--- src/rtl/irq_ctl_pkg.sv ---
package irq_ctl_pkg;
  localparam int NSRC       = 32;
  localparam int ADDR_W     = 9;
  localparam int NBANK      = 2;
  localparam int SOFT_BIT   = 1;
  // register offsets within a bank
  localparam logic [7:0] OFF_MASKED = 8'h00;
  localparam logic [7:0] OFF_RAW    = 8'h04;
  localparam logic [7:0] OFF_ENSET  = 8'h08;
  localparam logic [7:0] OFF_ENCLR  = 8'h0C;
  localparam logic [7:0] OFF_SOFT   = 8'h10;
  // source numbering
  localparam int SRC_TMR_LO = 4;
  localparam int SRC_TMR_HI = 7;
  localparam int SRC_PCI_DPAR = 28;
  localparam int SRC_PCI_MABT = 29;
  localparam int SRC_PCI_TABT = 30;
  localparam int SRC_PCI_GPAR = 31;
  typedef logic [NSRC-1:0] word_t;
endpackage

--- src/rtl/irq_bank.sv ---
module irq_bank
  import irq_ctl_pkg::*;
(
  input  logic  clk,
  input  logic  rst_n,
  input  word_t src,
  input  logic  wr_set,
  input  logic  wr_clr,
  input  logic  wr_soft,
  input  word_t wdata,
  output word_t en_mask,
  output word_t raw,
  output word_t masked,
  output logic  line_q
);
  word_t en_q;
  logic  soft_q;

  always_ff @(posedge clk) begin
    if (!rst_n) begin
      en_q   <= '0;
      soft_q <= 1'b0;
      line_q <= 1'b0;
    end else begin
      en_q <= (en_q | (wr_set ? wdata : '0)) & ~(wr_clr ? wdata : '0);
      if (wr_soft) soft_q <= wdata[SOFT_BIT];
      line_q <= |masked;
    end
  end

  always_comb begin
    raw = src;
    raw[SOFT_BIT] = src[SOFT_BIT] | soft_q;
  end

  assign masked  = raw & en_q;
  assign en_mask = en_q;

  // bits written to the set register are enabled afterwards
  a_r3_set_sticks: assert property (@(posedge clk) disable iff (!rst_n)
    wr_set && !wr_clr |=> ((en_q & $past(wdata)) == $past(wdata)));
  // bits written to the clear register are disabled afterwards
  a_r4_clear_bits: assert property (@(posedge clk) disable iff (!rst_n)
    wr_clr |=> ((en_q & $past(wdata)) == '0));
  // no mask write, mask holds
  a_r3_mask_holds: assert property (@(posedge clk) disable iff (!rst_n)
    !wr_set && !wr_clr |=> $stable(en_q));
  // software bit follows data bit 1
  a_r5_soft_load: assert property (@(posedge clk) disable iff (!rst_n)
    wr_soft |=> (soft_q == $past(wdata[SOFT_BIT])));
  // line is the registered OR of the masked view
  a_r7_line_lag: assert property (@(posedge clk) disable iff (!rst_n)
    1'b1 |=> (line_q == $past(|masked)));
endmodule

--- src/rtl/irq_ctl_dual.sv ---
module irq_ctl_dual
  import irq_ctl_pkg::*;
(
  input  logic              clk,
  input  logic              rst_n,
  input  logic [NSRC-1:0]   src_i,
  input  logic              bus_wr,
  input  logic [ADDR_W-1:0] bus_addr,
  input  logic [NSRC-1:0]   bus_wdata,
  output logic [NSRC-1:0]   bus_rdata,
  output logic              irq_o,
  output logic              fiq_o
);
  localparam int OFF_W = ADDR_W - 1;

  logic [OFF_W-1:0] off;
  logic             bank_sel;
  word_t            en_v   [NBANK];
  word_t            raw_v  [NBANK];
  word_t            msk_v  [NBANK];
  logic  [NBANK-1:0] line_v;
  logic  [NBANK-1:0] set_v, clr_v, soft_v;

  assign off      = bus_addr[OFF_W-1:0];
  assign bank_sel = bus_addr[ADDR_W-1];

  for (genvar b = 0; b < NBANK; b++) begin : g_bank
    logic hit;
    assign hit      = bus_wr && (bank_sel == b[0]);
    assign set_v[b]  = hit && (off == OFF_ENSET);
    assign clr_v[b]  = hit && (off == OFF_ENCLR);
    assign soft_v[b] = hit && (off == OFF_SOFT);

    irq_bank u_bank (
      .clk     (clk),
      .rst_n   (rst_n),
      .src     (src_i),
      .wr_set  (set_v[b]),
      .wr_clr  (clr_v[b]),
      .wr_soft (soft_v[b]),
      .wdata   (bus_wdata),
      .en_mask (en_v[b]),
      .raw     (raw_v[b]),
      .masked  (msk_v[b]),
      .line_q  (line_v[b])
    );
  end

  always_comb begin
    case (off)
      OFF_MASKED: bus_rdata = msk_v[bank_sel];
      OFF_RAW:    bus_rdata = raw_v[bank_sel];
      OFF_ENSET:  bus_rdata = en_v[bank_sel];
      default:    bus_rdata = '0;
    endcase
  end

  assign irq_o = line_v[0];
  assign fiq_o = line_v[1];

  // at most one bank register is written in any cycle
  a_r6_one_strobe: assert property (@(posedge clk) disable iff (!rst_n)
    $onehot0({set_v, clr_v, soft_v}));
  // lines low in the cycle after reset
  a_r8_lines_reset: assert property (@(posedge clk)
    !rst_n |=> (!irq_o && !fiq_o));
  // read-only offsets are never decoded as writes
  a_r9_ro_ignored: assert property (@(posedge clk) disable iff (!rst_n)
    bus_wr && (off == OFF_MASKED || off == OFF_RAW) |-> (set_v == '0 && clr_v == '0 && soft_v == '0));
endmodule

--- config.mk ---
export PLATFORM = sky130hd
export DESIGN_NAME = irq_ctl_dual
export DESIGN_NICKNAME = d
export VERILOG_FILES = /design/src/rtl/irq_ctl_pkg.sv /design/src/rtl/irq_bank.sv /design/src/rtl/irq_ctl_dual.sv
export SDC_FILE = /design/constraint.sdc
export NUM_CORES = 1
export LEC_CHECK = 0
export BUFFER_PORTS_ARGS = -buffer_cell sky130_fd_sc_hd__buf_2
export CAP_MARGIN = 5
export CORE_MARGIN = 2
export CORE_UTILIZATION = 40
export DETAILED_ROUTE_END_ITERATION = 10
export SLEW_MARGIN = 5
export SYNTH_ARGS = -nofsm -noshare
export SYNTH_HDL_FRONTEND = slang
export SYNTH_SLANG_ARGS = --single-unit
--- constraint.sdc ---
create_clock -name clk -period 3.1 [get_ports clk]
set_clock_uncertainty 0.15 [all_clocks]
set_input_delay 0.155 -clock clk [delete_from_list [all_inputs] [get_ports clk]]
set_output_delay 0.155 -clock clk [all_outputs]
set_load 0.02 [all_outputs]
# Yosys cells after proc, flatten, opt, wreduce, memory -nomap -nowiden
# Index checks and enable logic that the tools add are counted.
[totals]
reg_bits = 68
in_bits = 76
output_inout_bits = 34
word_cells = 48
[op_classes]
n_lt_le_gt_ge = 1
eq_ne = 4
mux = 14
bitwise_logic = 12
reduce_logical = 11
[op_table]
columns = ["cell", "count"]
rows = [
  ["$mux 32", 12],
  ["$and 32x32->32", 4],
  ["$pmux 32 s3", 1],
  ["$not 32->32", 2],
  ["$or 32x32->32", 2],
  ["$reduce_or 32->1", 2],
  ["$eq 8x4->1 const B", 2],
  ["$eq 8x3->1 const B", 1],
  ["$eq 8x5->1 const B", 1],
  ["$logic_and 1x1->1", 8],
  ["$logic_not 8->1", 1],
  ["$ge 2x2->1 const B", 1],
  ["$mux 2", 1],
  ["$not 1->2", 1],
  ["$or 1x1->1", 2],
  ["$not 1->1", 1],
]

# Logic depth before layout (Yosys ltp)
[depth]
ltp_word = 6
depth_mapped = 7

# By module
# A second synthesis with hierarchy kept.
[hier_totals]
hier_cells = 709
hier_area_um2 = 5281.3
[modules_own_cells]
columns = ["mod", "instances", "cells_each", "area_per_inst_um2", "seq_area_each_um2"]
rows = [
  ["irq_bank", 2, 252, 1791.7, 680.7],
  ["irq_ctl_dual", 1, 205, 1697.9, 0.0],
]

# Least setup slack after synthesis
# OpenSTA, ideal clock, no wires.
[synth_path]
path_kind = "input port to output port"
from = "input bus_addr[5]"
to = "output bus_rdata[0]"
arrival_ns = 1.845
required_time_ns = 2.795
slack_ns = 0.950
stages = 6
path_buffers = 3
cell_sequence = "or4_1 buf_2 nor4_4 buf_4 clkbuf_1 a22o_1"
[synth_via]
elab_chain_len = 2
elab_cells_between_ends = 4
cone_classes = "eq/ne (2); mux (1); reduce/logical (1)"
[synth_rtl]
columns = ["element", "line", "source"]
rows = [
  ["from (decl)", "irq_ctl_dual.sv:8", "input logic [ADDR_W-1:0] bus_addr,"],
  ["$eq 8x4->1 (tied with other cells)", "irq_ctl_dual.sv:50", "case (off)"],
  ["$pmux 32 s3 *", "irq_ctl_dual.sv:50", ""],
  ["to (decl)", "irq_ctl_dual.sv:10", "output logic [NSRC-1:0] bus_rdata,"],
]
# Mark *: on every way between the ends. The rest lies on a longest branch, timed or not.

# Worst setup path in the final report
[layout_path]
from = "input bus_addr[5]"
to = "output bus_rdata[23]"
# Same word-level chain as after synthesis.

==> results.toml <==
[worst_setup_path]
crit_family = "simple AND/OR/NAND/NOR gates"
regToRegSetupSlack_ns = 1.42
cp.arrival_ns = 2.14
required_ns = 2.79
crit_type = "input port to output port"
r2r_cells = 4
path_cells = "buf_2 > or4_1 > nor4b_4 > buf_4 > a21o_1 > a22o_1 > buf_2"
cp-startpoint = "bus_addr[5]"
cp_common_cell = "buf_2"
endpoint_kind = "output port"
slowest_delay_ns = 0.72
critPathLaunchType = "input port"
path_max_fanout = 32
slowest_stage = "or4_1"
reg2reg_from = "g_bank[0].u_bank.en_mask[13]"
crit_buf_inv = 3
r2r_end = "g_bank[0].u_bank.line_q"

[die]
rows = 35
io_pins = 110
core_area_um2 = 9280
die_width_um = 102
fp.dieH_um = 102
initial_core_util_pct = 41.4
dieArea_um2 = 10400

[final_layout]
area_growth_pct = 30.5
nets = 598
n_antenna_cell = 0
drive_gt1_share_pct = 32.6
postLayoutCoreUtil_pct = 54.0

[sta]
fmax_mhz = 409
tns_ns = 0
worst_pin_slew_ns = 1.15
finalSetupViolations = 0
rsz0062_at_grt = "false"
fin_crit_sh_pct = 78.9
relSlewSlack_pct = 23.4
final.min_clock_period_ns = 2.45
drv_slew = 0
timing.hold.ws_ns = 0.0532
finalHoldViolCount = 0

[detailed_routing]
viasPerCell = 6.13
dr.pass1.iters = 4
num_vias = 4021
finalWirelength_um = 12600
drtIter0Drc = 161
ant_nets = 0
drt-wirelength-per-cell_um = 19.2
drc = 0

[power_and_ir_drop]
power.total_mw = 1.88
vdd.ir_drop.worst_mv = 0.194
power_density_nw_per_um2 = 375
leakagePower_nw = 2.16

[global_route]
gr-total-overflow = 0
grt_pass1_wl_um = 19700
met3_usage_pct = 3.21
use_met2_pct = 37.7
grt_max_degree = 65
met1_usage_pct = 34.0
antenna_found_initial = 0
grt_pass1_vias = 3687
busiest_layer = "met2"
grt_usage_pct = 24.0

[synthesis]
ys_ff_latch = 68
postSynthCellCount = 401
synth.cell_area_um2 = 3840
ys_warn_count = 0
synth_edf_count = 0
synth_area_leader_cell = "dfxtp_1"
ys_top_cells_by_count = "68 x dfxtp_1, 65 x a211oi_1, 64 x a31oi_1"
async_flop_share_pct = 0
synth_top_area_share_pct = 35.4
postSynthAreaPerCell_um2 = 9.59
synth_cell_types = 34
synth_fp_nets = 477
synth_ff_type = "dfxtp_1"
ys_seq_area_share_pct = 35.4
synth.top_cells.by_area = "dfxtp_1 35%, a211oi_1 13%, a31oi_1 10%"
synth.most_common_cell = "dfxtp_1"

[hold_path]
min_path_cells = 3
hp-class = "input port to register"
hold_start = "bus_addr[4]"
hold_end = "g_bank[0].u_bank.soft_q"

[placement]
gp_congestion = 0.823
port_buffers = 109
hpwlAfterDp_um = 8340

[flow_run]
cap_violations = 0

[clock_tree]
cts_max_path_buffers = 2
cts_num_sinks = 68
cts_buffers = 9
post-cts-setup-buffers = 0
cts_tree = "built"
h-tree-depth = 3
worstSkewPairLatency_ns = 0.34
cts_root_buf = "clkbuf_8"
clk_pin_slew_ns = 0.08

[outcome]
status = "complete, no violations"
## worst min-delay path, delay by kind of cell
| family | cells | cell delay, ns |
|---|---|---|
| muxes | 1 | 0.07 |
| and+or+nand+nor | 1 | 0.10 |
| buffers and inverters | 1 | 0.17 |
## cells in the final DEF, fill, tap and decap left out, drive strengths merged, types with 3 or more instances in the layout
cell,instances
nand2,4
nor4,3
clkbuf,12
a221oi,10
a21o,29
a22oi,8
buf,120
mux2i,4
nor2b,4
dfxtp,68
a22o,40
dlygate4sd3,33
a31oi,64
nand3,4
mux2,31
a211oi,65
nand4,4
## cells by family after synthesis
logic type | count (synthesis) | share of synthesized area [%]
AND/OR/NAND/NOR | 29 | 5.08
buffers and inverters | 44 | 5.73
flip-flops | 68 | 35.4
multiplexers | 35 | 10.1
AO/OA/AOI/OAI | 225 | 43.7
## metal layers
layer	vias up	wire [µm]
li1	1921	-
met3	19	665
met4	0	245
met1	1966	6040
met5	-	0
met2	115	5660
## area by class of cell
cell class              instances  area [µm²]
clock buffers                  12         145
clock inverters                 4        72.6
fillers                       895        4270
inverters                       1        3.75
multi-input cells             289        2290
flip-flops and latches         68        1360
well taps                     129         161
repair buffers                153         983
## per-stage QoR
| stage | instance area, µm² | cells | setup slack [ns] |
|---|---|---|---|
| finish | 5010 | 656 | 0.654 |
| CTS | 5010 | 656 | 0.657 |
| global route | 5010 | 656 | 0.579 |
| global placement | 4470 | 607 | 0.611 |
| floorplan | 3840 | 401 | 0.950 |
| detailed placement | 4470 | 607 | 0.575 |
## report_power, final
part / switching (mW) / leakage (nW) / internal [mW]
clock network: 0.341 / 0.107 / 0.475
logic: 0.111 / 1.50 / 0.0822
registers: 0.000533 / 0.547 / 0.873
total: 0.452 / 2.16 / 1.43
## sequential cells by signal, summed over array words and instances (netlist names)
name and count:
g_bank.u_bank.line_q 2, g_bank.u_bank.soft_q 2, g_bank.u_bank.en_mask 64
## timing repair
| item | CTS | global route |
|---|---|---|
| hold endpoints to repair | 68 | 0 |
| hold buffers | 33 | 0 |
| resized for setup | 0 | 0 |
| endpoints found under the setup margin | 0 | 0 |
## worst max path at each step
stage                                   end  cells past startpoint  slack [ns]
3_3_place_gp   g_bank[0].u_bank.en_mask[21]                      6        0.61
5_1_grt                       bus_rdata[23]                      7        0.58
3_5_place_dp   g_bank[0].u_bank.en_mask[18]                      6        0.58
2_1_floorplan                  bus_rdata[0]                      6        0.95
4_1_cts                       bus_rdata[23]                      7        0.66
6_report                      bus_rdata[23]                      7        0.65
No activity file was read; power rests on OpenSTA's default activity.
